[src/rtl/nor_cmd_pkg.sv]
package nor_cmd_pkg;

  typedef enum logic [2:0] {
    M_IDLE, M_PROG, M_ERASE, M_SPEND, M_SUSP, M_SPROG
  } mode_e;

  typedef enum logic [2:0] {
    C_NONE, C_PROG, C_SECT, C_BLOCK, C_CHIP
  } cmd_e;

  localparam logic [7:0] K_UNLK1  = 8'hAA;
  localparam logic [7:0] K_UNLK2  = 8'h55;
  localparam logic [7:0] K_PROG   = 8'hA0;
  localparam logic [7:0] K_ERASE  = 8'h80;
  localparam logic [7:0] K_CHIP   = 8'h10;
  localparam logic [7:0] K_SECT   = 8'h30;
  localparam logic [7:0] K_BLOCK  = 8'h50;
  localparam logic [7:0] K_SUSP   = 8'hB0;
  localparam logic [7:0] K_RESUME = 8'h30;

  localparam logic [10:0] A_FIRST  = 11'h555;
  localparam logic [10:0] A_SECOND = 11'h2AA;

  function automatic int unsigned max_u(int unsigned a, int unsigned b);
    return (a > b) ? a : b;
  endfunction

endpackage

[src/rtl/nor_cmd_seq.sv]
module nor_cmd_seq
  import nor_cmd_pkg::*;
#(
  parameter int unsigned ADDR_W = 11
) (
  input  logic              clk_i,
  input  logic              rst_ni,
  input  logic              en_i,
  input  logic              we_i,
  input  logic [ADDR_W-1:0] addr_i,
  input  logic [7:0]        data_i,
  output cmd_e              cmd_o,
  output logic              idle_o
);

  typedef enum logic [2:0] {
    SQ_IDLE, SQ_U1, SQ_U2, SQ_PADR, SQ_E3, SQ_E4, SQ_E5
  } sq_e;

  localparam logic [ADDR_W-1:0] ADR1 = ADDR_W'(A_FIRST);
  localparam logic [ADDR_W-1:0] ADR2 = ADDR_W'(A_SECOND);

  sq_e  st_q, st_d;
  logic at1, at2;

  assign at1    = (addr_i == ADR1);
  assign at2    = (addr_i == ADR2);
  assign idle_o = (st_q == SQ_IDLE);

  always_comb begin
    st_d  = st_q;
    cmd_o = C_NONE;
    if (!en_i) begin
      st_d = SQ_IDLE;
    end else if (we_i) begin
      st_d = SQ_IDLE;
      unique case (st_q)
        SQ_IDLE: if (at1 && data_i == K_UNLK1) st_d = SQ_U1;
        SQ_U1:   if (at2 && data_i == K_UNLK2) st_d = SQ_U2;
        SQ_U2: begin
          if (at1 && data_i == K_PROG)       st_d = SQ_PADR;
          else if (at1 && data_i == K_ERASE) st_d = SQ_E3;
        end
        SQ_PADR: cmd_o = C_PROG;
        SQ_E3:   if (at1 && data_i == K_UNLK1) st_d = SQ_E4;
        SQ_E4:   if (at2 && data_i == K_UNLK2) st_d = SQ_E5;
        SQ_E5: begin
          if (at1 && data_i == K_CHIP)  cmd_o = C_CHIP;
          else if (data_i == K_SECT)    cmd_o = C_SECT;
          else if (data_i == K_BLOCK)   cmd_o = C_BLOCK;
        end
        default: st_d = SQ_IDLE;
      endcase
    end
  end

  always_ff @(posedge clk_i or negedge rst_ni) begin
    if (!rst_ni) st_q <= SQ_IDLE;
    else         st_q <= st_d;
  end

endmodule

[src/rtl/nor_cmd_ctrl.sv]
module nor_cmd_ctrl
  import nor_cmd_pkg::*;
#(
  parameter int unsigned ARR_W     = 6,
  parameter int unsigned SECT_W    = 3,
  parameter int unsigned BLK_W     = 5,
  parameter int unsigned DATA_W    = 16,
  parameter int unsigned PROG_CYC  = 8,
  parameter int unsigned ERASE_CYC = 200,
  parameter int unsigned CHIP_CYC  = 400,
  parameter int unsigned SUSP_LAT  = 20,
  localparam int unsigned NSECT    = 1 << (ARR_W - SECT_W)
) (
  input  logic              clk_i,
  input  logic              rst_ni,
  input  logic              we_i,
  input  logic [ARR_W-1:0]  addr_i,
  input  logic [DATA_W-1:0] wdata_i,
  input  logic              wp_ni,
  input  cmd_e              cmd_i,
  input  logic              seq_idle_i,
  output mode_e             mode_o,
  output logic              seq_en_o,
  output logic              busy_o,
  output logic [NSECT-1:0]  mask_o,
  output logic              pg_we_o,
  output logic [ARR_W-1:0]  pg_addr_o,
  output logic [DATA_W-1:0] pg_data_o,
  output logic              er_o
);

  localparam int unsigned SIDX_W  = ARR_W - SECT_W;
  localparam int unsigned BIDX_W  = ARR_W - BLK_W;
  localparam int unsigned SPB_SH  = BLK_W - SECT_W;
  localparam int unsigned CNT_MAX = max_u(max_u(PROG_CYC, ERASE_CYC),
                                          max_u(CHIP_CYC, SUSP_LAT));
  localparam int unsigned CNT_W   = $clog2(CNT_MAX + 1);

  localparam logic [CNT_W-1:0] PROG_LD  = CNT_W'(PROG_CYC - 1);
  localparam logic [CNT_W-1:0] ERASE_LD = CNT_W'(ERASE_CYC - 1);
  localparam logic [CNT_W-1:0] CHIP_LD  = CNT_W'(CHIP_CYC - 1);
  localparam logic [CNT_W-1:0] SUSP_LD  = CNT_W'(SUSP_LAT - 1);

  mode_e              mode_q;
  logic [CNT_W-1:0]   ecnt_q, acnt_q;
  logic [NSECT-1:0]   mask_q, sect_mask, blk_mask;
  logic               chip_q;
  logic [ARR_W-1:0]   paddr_q;
  logic [DATA_W-1:0]  pdata_q;
  logic [SIDX_W-1:0]  csec;
  logic [BIDX_W-1:0]  cblk;
  logic               prot, susp_hit, res_hit, acnt_done;

  assign csec      = addr_i[ARR_W-1:SECT_W];
  assign cblk      = addr_i[ARR_W-1:BLK_W];
  assign prot      = (cblk == '0);
  assign susp_hit  = we_i && (wdata_i[7:0] == K_SUSP) && !chip_q;
  assign res_hit   = we_i && seq_idle_i && (wdata_i[7:0] == K_RESUME);
  assign acnt_done = (acnt_q == '0);

  always_comb begin
    sect_mask       = '0;
    sect_mask[csec] = 1'b1;
    for (int s = 0; s < NSECT; s++) begin
      blk_mask[s] = ((s >> SPB_SH) == int'(cblk));
    end
  end

  assign mode_o    = mode_q;
  assign mask_o    = mask_q;
  assign pg_addr_o = paddr_q;
  assign pg_data_o = pdata_q;
  assign seq_en_o  = (mode_q == M_IDLE) || (mode_q == M_SUSP);
  assign busy_o    = (mode_q == M_PROG) || (mode_q == M_ERASE) ||
                     (mode_q == M_SPEND) || (mode_q == M_SPROG);
  assign pg_we_o   = ((mode_q == M_PROG) || (mode_q == M_SPROG)) && acnt_done;
  assign er_o      = (mode_q == M_ERASE) && !susp_hit && (ecnt_q == '0);

  always_ff @(posedge clk_i or negedge rst_ni) begin
    if (!rst_ni) begin
      mode_q  <= M_IDLE;
      ecnt_q  <= '0;
      acnt_q  <= '0;
      mask_q  <= '0;
      chip_q  <= 1'b0;
      paddr_q <= '0;
      pdata_q <= '0;
    end else begin
      unique case (mode_q)
        M_IDLE: begin
          unique case (cmd_i)
            C_PROG: begin
              mode_q  <= M_PROG;
              acnt_q  <= PROG_LD;
              paddr_q <= addr_i;
              pdata_q <= wdata_i;
            end
            C_SECT: if (wp_ni || !prot) begin
              mode_q <= M_ERASE;
              ecnt_q <= ERASE_LD;
              mask_q <= sect_mask;
              chip_q <= 1'b0;
            end
            C_BLOCK: if (wp_ni || !prot) begin
              mode_q <= M_ERASE;
              ecnt_q <= ERASE_LD;
              mask_q <= blk_mask;
              chip_q <= 1'b0;
            end
            C_CHIP: if (wp_ni) begin
              mode_q <= M_ERASE;
              ecnt_q <= CHIP_LD;
              mask_q <= '1;
              chip_q <= 1'b1;
            end
            default: ;
          endcase
        end
        M_PROG, M_SPROG: begin
          if (acnt_done) mode_q <= (mode_q == M_SPROG) ? M_SUSP : M_IDLE;
          else           acnt_q <= acnt_q - 1'b1;
        end
        M_ERASE: begin
          if (susp_hit) begin
            mode_q <= M_SPEND;
            acnt_q <= SUSP_LD;
          end else if (ecnt_q == '0) begin
            mode_q <= M_IDLE;
            mask_q <= '0;
            chip_q <= 1'b0;
          end else begin
            ecnt_q <= ecnt_q - 1'b1;
          end
        end
        M_SPEND: begin
          if (acnt_done) mode_q <= M_SUSP;
          else           acnt_q <= acnt_q - 1'b1;
        end
        M_SUSP: begin
          if (res_hit) begin
            mode_q <= M_ERASE;
          end else if (cmd_i == C_PROG && !mask_q[csec]) begin
            mode_q  <= M_SPROG;
            acnt_q  <= PROG_LD;
            paddr_q <= addr_i;
            pdata_q <= wdata_i;
          end
        end
        default: mode_q <= M_IDLE;
      endcase
    end
  end

  AST_ERASE_IGNORES_CMD: assert property (@(posedge clk_i) disable iff (!rst_ni)
    (mode_q == M_ERASE && ecnt_q != '0 && we_i && wdata_i[7:0] != K_SUSP)
      |=> (mode_q == M_ERASE && $stable(mask_q)));

  AST_WP_BLOCKS_CHIP: assert property (@(posedge clk_i) disable iff (!rst_ni)
    (mode_q == M_IDLE && cmd_i == C_CHIP && !wp_ni) |=> (mode_q == M_IDLE));

  AST_CHIP_NO_SUSPEND: assert property (@(posedge clk_i) disable iff (!rst_ni)
    (mode_q == M_ERASE && chip_q) |=> (mode_q != M_SPEND));

  AST_SUSP_HOLDS_MASK: assert property (@(posedge clk_i) disable iff (!rst_ni)
    (mode_q == M_SUSP && $past(mode_q) == M_SUSP) |-> $stable(mask_q));

  AST_SPROG_OUTSIDE: assert property (@(posedge clk_i) disable iff (!rst_ni)
    (mode_q == M_SPROG) |-> !mask_q[paddr_q[ARR_W-1:SECT_W]]);

endmodule

[src/rtl/nor_cmd_array.sv]
module nor_cmd_array
  import nor_cmd_pkg::*;
#(
  parameter int unsigned ARR_W  = 6,
  parameter int unsigned SECT_W = 3,
  parameter int unsigned DATA_W = 16,
  localparam int unsigned NSECT = 1 << (ARR_W - SECT_W)
) (
  input  logic              clk_i,
  input  logic              rst_ni,
  input  logic              re_i,
  input  logic [ARR_W-1:0]  raddr_i,
  input  mode_e             mode_i,
  input  logic [NSECT-1:0]  mask_i,
  input  logic              pg_we_i,
  input  logic [ARR_W-1:0]  pg_addr_i,
  input  logic [DATA_W-1:0] pg_data_i,
  input  logic              er_i,
  output logic [DATA_W-1:0] rdata_o
);

  localparam int unsigned WORDS  = 1 << ARR_W;
  localparam int unsigned SIDX_W = ARR_W - SECT_W;

  logic [DATA_W-1:0] mem_q [WORDS];
  logic [SIDX_W-1:0] rsec;
  logic              tog6_q, tog2_q;
  logic              in_susp;

  assign rsec    = raddr_i[ARR_W-1:SECT_W];
  assign in_susp = (mode_i == M_SUSP) && mask_i[rsec];

  always_ff @(posedge clk_i or negedge rst_ni) begin
    if (!rst_ni) begin
      for (int w = 0; w < WORDS; w++) mem_q[w] <= '1;
    end else begin
      for (int w = 0; w < WORDS; w++) begin
        if (pg_we_i && pg_addr_i == ARR_W'(w))  mem_q[w] <= pg_data_i;
        else if (er_i && mask_i[w >> SECT_W])   mem_q[w] <= '1;
      end
    end
  end

  always_ff @(posedge clk_i or negedge rst_ni) begin
    if (!rst_ni) begin
      rdata_o <= '0;
      tog6_q  <= 1'b0;
      tog2_q  <= 1'b0;
    end else if (re_i) begin
      rdata_o <= '0;
      unique case (mode_i)
        M_PROG, M_SPROG: begin
          rdata_o[7] <= ~pg_data_i[7];
          rdata_o[6] <= tog6_q;
          tog6_q     <= ~tog6_q;
        end
        M_ERASE, M_SPEND: begin
          rdata_o[6] <= tog6_q;
          rdata_o[2] <= tog2_q;
          tog6_q     <= ~tog6_q;
          tog2_q     <= ~tog2_q;
        end
        default: begin
          if (in_susp) begin
            rdata_o[6] <= 1'b1;
            rdata_o[2] <= tog2_q;
            tog2_q     <= ~tog2_q;
          end else begin
            rdata_o <= mem_q[raddr_i];
          end
        end
      endcase
    end
  end

  AST_SUSP_READ_FLAGS: assert property (@(posedge clk_i) disable iff (!rst_ni)
    (re_i && in_susp) |=> (rdata_o[6] && rdata_o[DATA_W-1:7] == '0));

  AST_SUSP_TOGGLE: assert property (@(posedge clk_i) disable iff (!rst_ni)
    (re_i && in_susp && $past(re_i && in_susp)) |=> (rdata_o[2] != $past(rdata_o[2])));

endmodule

[src/rtl/nor_cmd_engine.sv]
module nor_cmd_engine
  import nor_cmd_pkg::*;
#(
  parameter int unsigned ADDR_W    = 11,
  parameter int unsigned DATA_W    = 16,
  parameter int unsigned ARR_W     = 6,
  parameter int unsigned SECT_W    = 3,
  parameter int unsigned BLK_W     = 5,
  parameter int unsigned PROG_CYC  = 8,
  parameter int unsigned ERASE_CYC = 200,
  parameter int unsigned CHIP_CYC  = 400,
  parameter int unsigned SUSP_LAT  = 20
) (
  input  logic              clk_i,
  input  logic              rst_ni,
  input  logic              we_i,
  input  logic              re_i,
  input  logic [ADDR_W-1:0] addr_i,
  input  logic [DATA_W-1:0] wdata_i,
  input  logic              wp_ni,
  output logic [DATA_W-1:0] rdata_o,
  output logic              busy_o
);

  localparam int unsigned NSECT = 1 << (ARR_W - SECT_W);

  cmd_e              cmd;
  mode_e             mode;
  logic              seq_idle, seq_en, pg_we, er;
  logic [NSECT-1:0]  mask;
  logic [ARR_W-1:0]  pg_addr;
  logic [DATA_W-1:0] pg_data;

  nor_cmd_seq #(.ADDR_W(ADDR_W)) u_seq (
    .clk_i  (clk_i),
    .rst_ni (rst_ni),
    .en_i   (seq_en),
    .we_i   (we_i),
    .addr_i (addr_i),
    .data_i (wdata_i[7:0]),
    .cmd_o  (cmd),
    .idle_o (seq_idle)
  );

  nor_cmd_ctrl #(
    .ARR_W(ARR_W), .SECT_W(SECT_W), .BLK_W(BLK_W), .DATA_W(DATA_W),
    .PROG_CYC(PROG_CYC), .ERASE_CYC(ERASE_CYC),
    .CHIP_CYC(CHIP_CYC), .SUSP_LAT(SUSP_LAT)
  ) u_ctrl (
    .clk_i      (clk_i),
    .rst_ni     (rst_ni),
    .we_i       (we_i),
    .addr_i     (addr_i[ARR_W-1:0]),
    .wdata_i    (wdata_i),
    .wp_ni      (wp_ni),
    .cmd_i      (cmd),
    .seq_idle_i (seq_idle),
    .mode_o     (mode),
    .seq_en_o   (seq_en),
    .busy_o     (busy_o),
    .mask_o     (mask),
    .pg_we_o    (pg_we),
    .pg_addr_o  (pg_addr),
    .pg_data_o  (pg_data),
    .er_o       (er)
  );

  nor_cmd_array #(.ARR_W(ARR_W), .SECT_W(SECT_W), .DATA_W(DATA_W)) u_array (
    .clk_i     (clk_i),
    .rst_ni    (rst_ni),
    .re_i      (re_i),
    .raddr_i   (addr_i[ARR_W-1:0]),
    .mode_i    (mode),
    .mask_i    (mask),
    .pg_we_i   (pg_we),
    .pg_addr_i (pg_addr),
    .pg_data_i (pg_data),
    .er_i      (er),
    .rdata_o   (rdata_o)
  );

endmodule

[config.mk]
export PLATFORM = sky130hd
export DESIGN_NAME = nor_cmd_engine
export DESIGN_NICKNAME = d
export VERILOG_FILES = /design/src/rtl/nor_cmd_pkg.sv /design/src/rtl/nor_cmd_seq.sv /design/src/rtl/nor_cmd_ctrl.sv /design/src/rtl/nor_cmd_array.sv /design/src/rtl/nor_cmd_engine.sv
export SDC_FILE = /design/constraint.sdc
export NUM_CORES = 2
export LEC_CHECK = 0
export BUFFER_PORTS_ARGS = -buffer_cell sky130_fd_sc_hd__buf_4
export CORE_MARGIN = 4
export CORE_UTILIZATION = 47
export DETAILED_ROUTE_END_ITERATION = 10
export GPL_TIMING_DRIVEN = 0
export PLACE_DENSITY = 0.63
export SLEW_MARGIN = 0
export SYNTH_ARGS = -nofsm -noshare
export SYNTH_HDL_FRONTEND = slang
export SYNTH_SLANG_ARGS = --single-unit
[constraint.sdc]
create_clock -name clk_i -period 2.5 [get_ports clk_i]
set_clock_uncertainty 0.05 [all_clocks]
set_input_delay 0 -clock clk_i [delete_from_list [all_inputs] [get_ports clk_i]]
set_output_delay 0 -clock clk_i [all_outputs]
set_load 0.005 [all_outputs]
==> results list <==
- Slack of the critical path: -0.166 ns
- Walking the worst path, the cells encountered are buf_2 -> buf_2 -> buf_4 -> mux4_2 -> o21ai_1 -> inv_1 -> a21oi_1 -> nand4_1 -> a21oi_2 -> o2bb2ai_1.
* Total count of hold-check failures in the final report: 0
* Gpl congestion: 1.04
- Number of CTS-inserted buffers: 117
* Fraction of registers with async set or reset after synthesis: 1.00
* Pwr dens: 636 nW/um2
- After clock tree synthesis, the clock-pin slew on the worst setup and hold paths is 0.06 ns.
- Top achievable clock speed: 375 MHz
- Worst hold margin: 0.0179 ns
- Number of warnings reported in the yosys synthesis log: 0
* Worst hold path depth: 3
* Number of top-level pins: between 40 and 50
- Initial standard-cell utilization of the core: 0.475
- Family of cells with the greatest summed delay on the critical path: compound AO/OA/AOI/OAI gates
- On the critical path, the stage with the largest delay is an instance of sky130_fd_sc_hd__buf_4.
- Most prevalent standard cell on the critical path: sky130_fd_sc_hd__buf_2
- Mux share of post-synthesis cell area: 0.111
* Compound-Gate Fraction of Synth Area: 0.223
* Critical path data arrival time: 3.22 ns
- Antenna Violating Nets Remaining: 0
- CTS placed an instance of sky130_fd_sc_hd__clkbuf_16 at the clock tree root.
* Unrepaired setup endpoints after global routing: yes
- Status: finished, violations left
- The first global-routing pass estimated just over 300000 um of wire.
* Worst reg2reg path startpoint: u_array.mem_q[901]
- Net total in the final layout: 4150
- Arithmetic-cell share of the synthesized area counting full adders, half adders and majority gates: 0.000498
* Height of the die: 335 um
* Growth of design area from synthesis to finish: 20.8%
* Placed wire-length estimate after detailed placement: 153000 um
* Dominant combinational cell family by area after synthesis: compound AO/OA/AOI/OAI gates
- DR vias/cell: roughly 7
* Number of antenna violations at the first check in global routing: 15
- Leaving out fill and tap cells, the most frequent cell in the layout is sky130_fd_sc_hd__o22a_1.
* Final wirelength: 219000 um
- The setup check on the worst reg-to-reg path leaves a slack of -0.16 ns.
* Area fraction in and, or, nand and nor cells after synthesis: 0.0579
- The detailed router placed 39954 vias in this run.
* Number of nets in the synthesized netlist: ~3900
* Most frequent cells in the layout: 1025 x sky130_fd_sc_hd__o22a_1, 1024 x sky130_fd_sc_hd__dfstp_2, 182 x sky130_fd_sc_hd__nand2_1
* Number of flops mapped to enable cells by yosys: 0
- The filler cells instantiated in the layout total 8555.
- After synthesis the netlist holds a flip-flop and latch count of 1097.
- Max-slew violation total from the final report: 0
- Combined buffer and inverter count along the critical path: 4
- Summed over all cells, the static leakage comes to 23.0 nW.
- Delay contributed by the slowest stage of the critical path: 0.46 ns
- Sequential cell area fraction in the yosys report: 0.572
* Max H-tree Level: 3
- In this run the worst path has a maximum fanout of 10.
- Fraction of layout cells with a size suffix above 1: 0.474
- Counting distinct cell types in the post-synthesis netlist gives 79.
* First-pass iteration count of the detailed router: 6
- Number of global-route vias before repair: slightly below 40000
- Critical Path Stages: 10
- The min-delay analysis places its worst path in the category in2reg.
* Core region area: 106000 um2
- Min Clock Period, post-route: approximately 2.7 ns
* Required time of the critical path: 3.05 ns
- Dividing the final minimum period by the clock period gives 1.07.
* Maximum number of pins on one net before global-route repair: approximately 190
- Synthesized instance count: 3821
* Total gr overflow: 0
- In this run the deepest clock path goes through 3 buffers.
- Die span in x: 335 um
- Max-cap violations in this run came to 1.
- The worst setup path is launched from an input port.
* Insertion delay to the later sink of the worst-skew pair: approximately 0.74 ns
- For the worst flop-to-flop path, the logic depth is 7.
- Maximum VDD drop: ~550 uV
* Clock sinks: around 1100
- DRC Markers: 0
* CTS tree: yes
- The worst setup path is captured at a flip-flop.
* CP Class: in2reg
- Setup violations remaining at the end of the flow were counted as 77.
- The average instance in the mapped netlist occupies 13.1 um2.
- Headroom to the max-slew limit came out at 0.000708.
- Summed over all failing endpoints, the final setup total negative slack is -2.25 ns.
- Iteration-0 DRC Markers: 5148
- Worst setup path startpoint: addr_i[1]
- The final reports fail on capacitance limit, setup timing.
- In this run the most critical hold path is launched from wdata_i[4].
* Worst Hold Endpoint: u_ctrl.pg_data_o[4]
- Gr usage total: 0.381
- After detailed routing, the average wire length per cell comes to 39.1 um.
* Transition time of the tightest slew-check pin: 1.50 ns
* Die area: 112000 um2
* Terminus of the critical flop-to-flop path: u_array.rdata_o[5]
- Summing every instance area after synthesis gives 50200 um2.
- Synth Flop Type: sky130_fd_sc_hd__dfstp_2
- Number of core rows: 119
- Post-placement worst setup slack: -2.36 ns
- Buffers placed on the I/O ports in this run total 44.
* Synthesized-area fraction occupied by xor and xnor cells: 0.000523
-- power by group --
| group | total (mW) | internal, mW | switching (mW) | leakage [nW] |
|---|---|---|---|---|
| clock | 18.4 | 10.8 | 7.66 | 1.99 |
| combinational | 2.20 | 0.553 | 1.64 | 9.43 |
| sequential | 17.9 | 17.9 | 0.0538 | 11.5 |
-- cell type report --
cell class	instances	area, um2	share of cell area
buffer	350	2590	0.0427
sequential	1097	28700	0.474
timing repair buffer	202	2080	0.0343
antenna	6	15.0	0.000248
clock inverter	43	505	0.00833
inverter	20	76.3	0.00126
clock buffer	180	3550	0.0585
multi-input combinational	2328	21400	0.352
tap	1391	1740	0.0287
-- synth_stat cells (all sizes together) (11+ instances only) --
cell type  count  share of area
a22oi         71          0.011
inv           19         0.0014
buf          146          0.016
nor2          54         0.0041
nand3         67         0.0069
a211oi        66         0.0099
mux2i        165          0.033
nand4         25         0.0031
mux4         154          0.069
nand2        306          0.023
nand2b        16         0.0020
nor2b         41         0.0051
o22a        1025           0.18
a31oi         11         0.0015
clkbuf       230          0.017
mux2          41         0.0092
o21ai         64         0.0065
dfrtp         73          0.036
nor3          32         0.0035
nor4          15         0.0023
a21oi         60         0.0062
dfstp       1024           0.54
-- worst max-delay path by stage --
stage	end
detailed placement	u_array.rdata_o[8]
finish	u_array.rdata_o[5]
global placement	u_array.rdata_o[13]
floorplan	u_array.mem_q[806]
CTS	u_array.mem_q[246]
global route	u_array.rdata_o[5]
-- kinds of logic after synthesis --
logic type / Yosys count
AND/OR/NAND/NOR: 608
flip-flops: 1097
XOR/XNOR: 3
adder cells (fa/ha/maj): 2
multiplexers: 360
buffers and inverters: 396
AO/OA/AOI/OAI: 1355
-- state kept, by name, summed over array words and instances (netlist names), 6 cells and up --
signal and cells:
u_ctrl.acnt_q 9, u_array.mem_q 1024, u_ctrl.pg_addr_o 6, u_ctrl.ecnt_q 9, u_array.rdata_o 16, u_ctrl.mask_o 8
u_ctrl.pg_data_o 16
-- what timing repair did --
| action | 4_1_cts | 5_1_grt |
|---|---|---|
| setup endpoints to repair | 1080 | 945 |
| gates cloned | 0 | 7 |
| endpoints found under the hold margin | 164 | 0 |
| pin swaps | 19 | 66 |
| hold buffers | 40 | 0 |
| setup buffers | 26 | 77 |
| resized for setup | 581 | 217 |
-- worst reg2reg max path, cell delays in order (launching register included) --
cell and delay [ns]:
sky130_fd_sc_hd__dfstp_2 0.37, sky130_fd_sc_hd__mux4_2 0.52, sky130_fd_sc_hd__o21ai_1 0.46, sky130_fd_sc_hd__inv_1 0.08, sky130_fd_sc_hd__a21oi_1 0.39, sky130_fd_sc_hd__nand4_1 0.19, sky130_fd_sc_hd__a21oi_2 0.36, sky130_fd_sc_hd__o2bb2ai_1 0.11
-- metal layers --
| layer | track usage | share of wire |
|---|---|---|
| met4 | 0.225 | 0.073 |
| met5 | 0.00511 | 0.00057 |
| met1 | 0.483 | 0.37 |
| met2 | 0.544 | 0.42 |
| met3 | 0.164 | 0.13 |
-- per-stage QoR --
step | power (mW) | util | cells | cell area (um2)
after floorplan | 18.8 | - | 3821 | 50200
after global placement | 20.1 | 0.495 | 5256 | 52300
after detailed placement | 20.1 | 0.497 | 5265 | 52600
after CTS | 38.4 | 0.559 | 5542 | 59100
after global routing | 39.3 | 0.574 | 5611 | 60600
final | 38.6 | 0.574 | 5617 | 60700
No activity file was read; power rests on OpenSTA's default activity.
